`src/rtl/spi_reg_master.sv`:
```
module spi_reg_master #(
  parameter int DEPTH   = 16,
  parameter int CLK_DIV = 4,
  parameter int NUM_SEL = 4
) (
  input  logic               clk,
  input  logic               rst_n,
  input  logic               reg_wr,
  input  logic               reg_rd,
  input  logic [2:0]         reg_addr,
  input  logic [15:0]        reg_wdata,
  output logic [15:0]        reg_rdata,
  output logic               sclk,
  output logic               mosi,
  input  logic               miso,
  output logic [NUM_SEL-1:0] ss_n,
  output logic               tx_empty_evt
);
  localparam int PW = (DEPTH > 1) ? $clog2(DEPTH) : 1;
  localparam int CW = $clog2(DEPTH + 1);
  localparam int DW = (CLK_DIV > 1) ? $clog2(CLK_DIV) : 1;
  localparam logic [2:0] A_CTRL = 3'd0, A_STAT = 3'd1, A_TXD = 3'd2,
                         A_RXD = 3'd3, A_SEL = 3'd4;

  logic [8:0]         ctrl_q;
  logic [NUM_SEL-1:0] sel_q;
  logic               unused_wdata;
  assign unused_wdata = ^reg_wdata[15:9];

  logic ctrl_wr, sel_wr;
  assign ctrl_wr = reg_wr && reg_addr == A_CTRL;
  assign sel_wr  = reg_wr && reg_addr == A_SEL;

  logic en, mst, cpol, cpha, tx_clr, rx_clr, manual, hold;
  assign en     = ctrl_q[1];
  assign mst    = ctrl_q[2];
  assign cpol   = ctrl_q[3];
  assign cpha   = ctrl_q[4];
  assign tx_clr = ctrl_q[5];
  assign rx_clr = ctrl_q[6];
  assign manual = ctrl_q[7];
  assign hold   = ctrl_q[8];

  always_ff @(posedge clk or negedge rst_n) begin
    if (!rst_n) begin
      ctrl_q <= 9'h100;
      sel_q  <= '1;
    end else begin
      if (ctrl_wr)
        ctrl_q <= {reg_wdata[8:1], 1'b0};
      else if (tx_clr || rx_clr)
        ctrl_q[6:5] <= 2'b00;
      if (sel_wr)
        sel_q <= reg_wdata[NUM_SEL-1:0];
    end
  end

  // transmit queue
  logic [7:0]    tx_mem [DEPTH];
  logic [PW-1:0] tx_wp, tx_rp;
  logic [CW-1:0] tx_cnt;
  logic          tx_empty, tx_full, tx_push, tx_pop;
  assign tx_empty = tx_cnt == '0;
  assign tx_full  = tx_cnt == CW'(DEPTH);
  assign tx_push  = reg_wr && reg_addr == A_TXD && !tx_full;

  // receive queue
  logic [7:0]    rx_mem [DEPTH];
  logic [PW-1:0] rx_wp, rx_rp;
  logic [CW-1:0] rx_cnt;
  logic          rx_empty, rx_full, rx_push, rx_pop;
  assign rx_empty = rx_cnt == '0;
  assign rx_full  = rx_cnt == CW'(DEPTH);
  assign rx_pop   = reg_rd && reg_addr == A_RXD && !rx_empty;

  function automatic logic [PW-1:0] bump(input logic [PW-1:0] p);
    return (p == PW'(DEPTH - 1)) ? '0 : p + 1'b1;
  endfunction

  always_ff @(posedge clk) begin
    if (tx_push && !tx_clr) tx_mem[tx_wp] <= reg_wdata[7:0];
    if (rx_push && !rx_clr) rx_mem[rx_wp] <= rx_sr;
  end

  always_ff @(posedge clk or negedge rst_n) begin
    if (!rst_n) begin
      tx_wp <= '0; tx_rp <= '0; tx_cnt <= '0;
    end else if (tx_clr) begin
      tx_wp <= '0; tx_rp <= '0; tx_cnt <= '0;
    end else begin
      if (tx_push) tx_wp <= bump(tx_wp);
      if (tx_pop)  tx_rp <= bump(tx_rp);
      if (tx_push && !tx_pop)      tx_cnt <= tx_cnt + 1'b1;
      else if (tx_pop && !tx_push) tx_cnt <= tx_cnt - 1'b1;
    end
  end

  always_ff @(posedge clk or negedge rst_n) begin
    if (!rst_n) begin
      rx_wp <= '0; rx_rp <= '0; rx_cnt <= '0;
    end else if (rx_clr) begin
      rx_wp <= '0; rx_rp <= '0; rx_cnt <= '0;
    end else begin
      if (rx_push) rx_wp <= bump(rx_wp);
      if (rx_pop)  rx_rp <= bump(rx_rp);
      if (rx_push && !rx_pop)      rx_cnt <= rx_cnt + 1'b1;
      else if (rx_pop && !rx_push) rx_cnt <= rx_cnt - 1'b1;
    end
  end

  // shifter
  logic          busy, phase, mosi_q, evt_q;
  logic [DW-1:0] div_cnt;
  logic [4:0]    tick_cnt;
  logic [7:0]    tx_sr, rx_sr, tx_head;
  logic          tick, done, load, go, lead, samp;

  assign tx_head = tx_mem[tx_rp];
  assign go      = en && mst && !hold && !tx_empty && !tx_clr;
  assign tick    = busy && div_cnt == DW'(CLK_DIV - 1);
  assign done    = tick && tick_cnt == 5'd16;
  assign load    = go && (!busy || done);
  assign tx_pop  = load;
  assign rx_push = done && !rx_full;
  assign lead    = !tick_cnt[0];
  assign samp    = lead ^ cpha;

  always_ff @(posedge clk or negedge rst_n) begin
    if (!rst_n) begin
      busy <= 1'b0; phase <= 1'b0; mosi_q <= 1'b0;
      div_cnt <= '0; tick_cnt <= '0; tx_sr <= '0; rx_sr <= '0;
    end else if (load) begin
      busy <= 1'b1; phase <= 1'b0; div_cnt <= '0; tick_cnt <= '0;
      if (!cpha) begin
        mosi_q <= tx_head[7];
        tx_sr  <= {tx_head[6:0], 1'b0};
      end else begin
        tx_sr  <= tx_head;
      end
    end else if (done) begin
      busy <= 1'b0;
    end else if (busy) begin
      div_cnt <= tick ? '0 : div_cnt + 1'b1;
      if (tick) begin
        tick_cnt <= tick_cnt + 1'b1;
        phase    <= ~phase;
        if (samp)
          rx_sr <= {rx_sr[6:0], miso};
        else if (cpha || tick_cnt != 5'd15) begin
          mosi_q <= tx_sr[7];
          tx_sr  <= {tx_sr[6:0], 1'b0};
        end
      end
    end
  end

  always_ff @(posedge clk or negedge rst_n) begin
    if (!rst_n) evt_q <= 1'b0;
    else        evt_q <= done && tx_empty;
  end

  assign sclk         = cpol ^ phase;
  assign mosi         = mosi_q;
  assign ss_n         = (manual || busy) ? sel_q : '1;
  assign tx_empty_evt = evt_q;

  logic [4:0] stat;
  assign stat = {1'b0, tx_full, tx_empty, rx_full, rx_empty};

  always_comb begin
    case (reg_addr)
      A_CTRL:  reg_rdata = {7'b0, ctrl_q};
      A_STAT:  reg_rdata = {11'b0, stat};
      A_RXD:   reg_rdata = rx_empty ? 16'h0 : {8'h0, rx_mem[rx_rp]};
      A_SEL:   reg_rdata = 16'(sel_q);
      default: reg_rdata = 16'h0;
    endcase
  end
endmodule


```
`config.mk`:
```
export PLATFORM = sky130hd
export DESIGN_NAME = spi_reg_master
export DESIGN_NICKNAME = d
export VERILOG_FILES = /design/src/rtl/spi_reg_master.sv
export SDC_FILE = /design/constraint.sdc
export NUM_CORES = 1
export LEC_CHECK = 0
export BUFFER_PORTS_ARGS = -buffer_cell sky130_fd_sc_hd__buf_4
export CORE_ASPECT_RATIO = 1.5
export CORE_UTILIZATION = 50
export CTS_CLUSTER_DIAMETER = 30
export DETAILED_ROUTE_END_ITERATION = 12
export GPL_ROUTABILITY_DRIVEN = 0
export GPL_TIMING_DRIVEN = 0
export PLACE_DENSITY = 0.66
export SYNTH_ARGS = -nofsm -noshare
export SYNTH_HDL_FRONTEND = slang
export SYNTH_SLANG_ARGS = --single-unit
```
`constraint.sdc`:
```
create_clock -name clk -period 5.6 [get_ports clk]
set_clock_uncertainty 0.2 [all_clocks]
set_input_delay 0.56 -clock clk [delete_from_list [all_inputs] [get_ports clk]]
set_output_delay 0.56 -clock clk [all_outputs]
set_load 0.01 [all_outputs]
```
* Word level (Yosys, flattened, before mapping) *
Memories as Yosys holds them, arrays and structs flattened.
Index checks and enable logic that the tools add are counted.

storage, ports and cells
  register bits after elaboration = 65
  output and inout bits = 23
  bits of input ports = 24
  logic and storage cells = 162
  memories = 2
  RAM bits = 256

operators by class
  multiplexer cells = 55
  add/sub/neg operators = 10
  bitwise operators = 5
  equality and inequality tests = 16
  reductions and logical operators = 57

memory list
  name    depth  width  rd ports  clocked after Yosys merged registers in  write ports  line  source
  rx_mem  16     8      1         0                                        1            68    logic [7:0] rx_mem [DEPTH];
  tx_mem  16     8      1         0                                        1            59    logic [7:0] tx_mem [DEPTH];

operators by type and width
  kind                   count
  $mux W8                8
  $mux W4                13
  $mux W5                10
  $pmux W9 S4            1
  $logic_and A1 B1 Y1    21
  $reduce_bool A2 Y1     9
  $mux W1                17
  $add A4 B1 Y4 const B  4
  $eq A4 B4 Y1 const B   4
  $add A5 B1 Y5 const B  3
  $eq A5 B5 Y1 const B   3
  $logic_not A1 Y1       13
  $mux W2                6
  $logic_not A5 Y1       2
  $reduce_and A5 Y1      2
  $sub A5 B1 Y5 const B  2
  $eq A3 B2 Y1 const B   2
  $ne A2 B2 Y1 const B   3
  $reduce_and A6 Y1      1
  $reduce_bool A3 Y1     2
  $ne A5 B4 Y1 const B   1
  $logic_or A1 B1 Y1     4
  $eq A3 B1 Y1 const B   1
  $eq A3 B3 Y1 const B   1
  7 further kinds        10

* Longest topological paths before layout *
  word-level depth = 9
  mapped depth = 12
  gate-level depth less buffers = 12

* Worst setup path before layout *
OpenSTA, ideal clock, no wires.

  path kind = input to register
  from = input port reg_addr[1]
  to = register tx_cnt[4]
  required time = 5.322 ns
  stages = 11
  setup slack = 2.169 ns
  setup time = 0.078 ns
  buffers on the path = 1
  data arrival time = 3.153 ns
  path through = buf_4 > nand2_1 > a2111o_1 > a21oi_1 > inv_1 > fa_1 > a21o_1 > a21o_1 > or4_1 > a21o_1 > a21oi_1

between the ends
  longest elaborated chain between the ends = 6
  elaborated cells between the ends (all ways) = 9
  classes of those cells = eq/ne: 1; mux: 2; reduce/logical: 6

ends and longest elaborated chain
  element                                                         line    source
  start, declared                                                 10      input logic [2:0] reg_addr,
  $eq A3 B2 Y1 *                                                  65      assign tx_push = reg_wr && reg_addr == A_TXD && !tx_full;
  $logic_and A1 B1 Y1 * (2 in a row)                              65
  $logic_and A1 B1 Y1 / $logic_not A1 Y1 (equally long branches)  93, 94
  $mux W5 / $logic_and A1 B1 Y1 (equally long branches)           93, 94
  $mux W5 / $reduce_bool A3 Y1 (equally long branches)            n/a
  end signal, assigned                                            93      if (tx_push && !tx_pop) tx_cnt <= tx_cnt + 1'b1;
  end signal, assigned                                            94      else if (tx_pop && !tx_push) tx_cnt <= tx_cnt - 1'b1;
  end, declared                                                   61      logic [CW-1:0] tx_cnt;

Every way passes the cells marked *; elsewhere a longest branch is shown, timed or not.
A chain may end at the register's enable or synchronous reset.

* Worst setup path after layout *
  from = register rx_rp[1]
  to = output port reg_rdata[2]

between the ends
  longest elaborated chain between the ends = 3

ends and longest elaborated chain
  element                 line  source
  start, declared         69    logic [PW-1:0] rx_wp, rx_rp;
  start signal, assigned  105   if (rx_pop) rx_rp <= bump(rx_rp);
  $mem_v2 Z16 W8          n/a
  $mux W8                 174   A_RXD: reg_rdata = rx_empty ? 16'h0 : {8'h0, rx_mem[rx_rp]};
  $pmux W9 S4             171   case (reg_addr)
  end, declared           12    output logic [15:0] reg_rdata,

No other way between the ends.

==> metrics.yaml <==
outcome:
  status: "finished, final reports clean"
sta:
  holdWs_ps: 57.5
  worstMarginPinSlew_ps: 1400
  hold_viol: 0
  setup_viol: 0
  drv_slew: 0
  rsz0062_at_grt: "no"
  period_share_pct: 71.9
  relSlewSlack_pct: 5.67
  min_period_ps: 4030
  max_freq_ghz: 0.248
  tns_ps: 0
synthesis:
  synthFlopType: "edfxtp_1"
  synth_cell_types: 68
  synth_top_area_cell: "edfxtp_1"
  synth_edf_count: 256
  avgSynthCellArea_um2: 17.1
  yosys_warnings: 0
  synth_area_um2: 13700
  ys_ff_latch: 321
  netlist.area_leader.share_pct: 56.0
  synth-async-reset-ratio_pct: 20.2
  synth.top_cells.by_area: "edfxtp_1 56%, mux4_2 11%, dfrtp_1 11%"
  ys_seq_area_share_pct: 67.9
  synthCells: 803
clocking:
  clk_path_buf_depth: 3
  cts.sinks: 321
  clk_pin_slew_ps: 50
  cts.htree.levels: 2
  cts_resized: 0
  cts_root_buf: "clkbuf_16"
  clock_latency_ps: 550
  cts_buffers: 49
  cts_tree: "yes"
worst_setup_path:
  cp.required_ps: 4840
  crit_path_max_fanout: 10
  end_kind: "output port"
  critical_path_class: "reg2out"
  rrSetupSlack_ps: 1740
  cp.arrival_ps: 3270
  r2r_cells: 12
  startpoint_type: "flip-flop"
  crit_path_start: "rx_rp[1]"
  r2r-end: "tx_cnt[4]"
  r2r-start: "tick_cnt[0]"
floorplan:
  start_util_pct: 51.3
  pin_count: 47
  num_rows: 73
  core_um2: 26800
  dieArea_um2: 28100
  die_width_um: 137
  fp.dieH_um: 205
route:
  viasPerCell: 5.85
  drt-wirelength-per-cell_um: 23.5
  drt_pre_antenna_iters: 7
  drc: 0
  drt_wl_total_um: 29900
  ant_nets: 0
  drt_iter0_drc: 450
  vias: 7424
grt:
  grt_pass1_vias: 8105
  grt_first_pass_wirelength_um: 45800
  antenna_found_initial: 0
  grt_overflow_total: 0
  grt_max_degree: 66
  grt_usage_pct: 22.5
power:
  p_per_area_nw_per_um2: 492
  p_leak_nw: 5.69
  peakVddDrop_uv: 393
hold_path:
  hold_class: "in2reg"
  worstHoldPathCells: 2
  min_to: "rx_sr[0]"
  hold_start: "miso"
job:
  maxCapViolations: 0
layout:
  nets: 938
  design_area_um2: 16200
  drive_gt1_share_pct: 27.7
  syn_to_final_growth_pct: 18.0
  diodes: 0
  fillCellCount: 1986
  instances_no_fill: 1268
  final_core_utilization_pct: 60.5
placed_design:
  placed_area_um2: 14400
  hpwl_um: 20700
  dp.cells: 1176
  io_buffers: 30
[metrics by stage]
step                      setup WS (ps)  power (mW)
after floorplan                    2170        4.30
after global placement             1920        4.75
after detailed placement           1810        4.84
after CTS                          1550        8.02
after global routing               1440        8.29
final                              1570        7.96
[routing by layer]
metal / track usage, % / wire length, um / vias to the layer above
met2: 42.3 / 17000 / 208
li1: - / - / 3341
met1: 24.0 / 10600 / 3809
met4: 10.8 / 1160 / 0
met5: 0 / 0 / -
met3: 3.56 / 1160 / 66
[report_power, final]
group          switching, mW  internal, mW
Clock                   1.13          2.04
Combinational          0.909         0.825
Sequential             0.232          2.83
[Yosys cell counts (3+ instances only)]
cell      number
a21o_1         6
a22o_1         5
dfstp_2        5
xnor2_1        5
nor3_1        18
o21ai_0       16
buf_2         10
a221oi_1       7
a21oi_1       19
a211oi_1       5
buf_6          3
inv_1         17
clkbuf_1      13
nand2b_1       6
and2_1        14
a22oi_1        3
nor2_1        47
buf_4         10
edfxtp_1     256
a21boi_1       3
mux2i_1       32
ha_1          21
nand2_1       35
mux2_2        24
dfrtp_1       60
or4_1          3
nand3_1       11
and3_1         4
nand4_1        3
or2_2          4
buf_1          7
nor2b_1        4
xor2_1        10
a31oi_1        4
nor4_1         3
mux4_2        68
[state kept, by name, summed over array words and instances (netlist names), 5 cells and up]
signal,count
tick_cnt,5
rx_cnt,5
rx_sr,8
tx_sr,8
tx_mem,128
tx_cnt,5
rx_mem,128
ctrl_q,8
[repair_timing]
action	in CTS	in global routing
buffers inserted	0	0
hold buffers	1	0
setup endpoints to repair	0	0
endpoints found under the hold margin	60	0
[cells by family after synthesis]
family / count (synthesis) / synth area share (%)
AOI/OAI and AO/OA: 90 / 4.83
xor gates and xnor gates: 16 / 1.08
adders and majority gates: 23 / 2.21
buffers and inverters: 61 / 2.20
DFF: 321 / 67.9
muxes: 125 / 15.5
other: 1 / 0.0273
and+or+nand+nor: 166 / 6.19
[worst max path at each step]
stage / slack (ps) / to / cells past startpoint
global placement: 1920 / tx_cnt[4] / 11
finish: 1570 / reg_rdata[2] / 7
detailed placement: 1810 / tx_cnt[4] / 11
CTS: 1550 / reg_rdata[3] / 7
global route: 1440 / reg_rdata[1] / 7
floorplan: 2170 / tx_cnt[4] / 11
[critical path, stage by stage, from the launching register on]
cell and delay [ps]:
dfrtp_1 350, clkbuf_1 420, clkbuf_1 580, mux4_2 430, mux4_2 480, nand2_1 100, o21ai_0 160, buf_4 190
[cell usage in the layout (no fill, tap or decap), types with 10 or more instances in the layout]
cell type and n:
a21oi_1 19, and2_1 14, buf_2 10, buf_4 40
clkbuf_1 16, clkbuf_16 52, dfrtp_1 60, edfxtp_1 256
ha_1 21, inv_1 17, mux2_2 24, mux2i_1 32
mux4_2 68, nand2_1 35, nand3_1 11, nor2_1 47
nor3_1 12, o21ai_0 16, xor2_1 10
[cell type report]
class / instances / area [um2] / share of cell area [%]
Buffer: 43 / 234 / 1.45
Clock buffer: 55 / 1310 / 8.11
Clock inverter: 36 / 447 / 2.76
Inverter: 18 / 67.6 / 0.417
Multi-Input combinational cell: 427 / 4150 / 25.6
Sequential cell: 321 / 9320 / 57.6
Tap cell: 337 / 422 / 2.60
Timing Repair Buffer: 31 / 235 / 1.45
(Power assumes the default switching activity.)
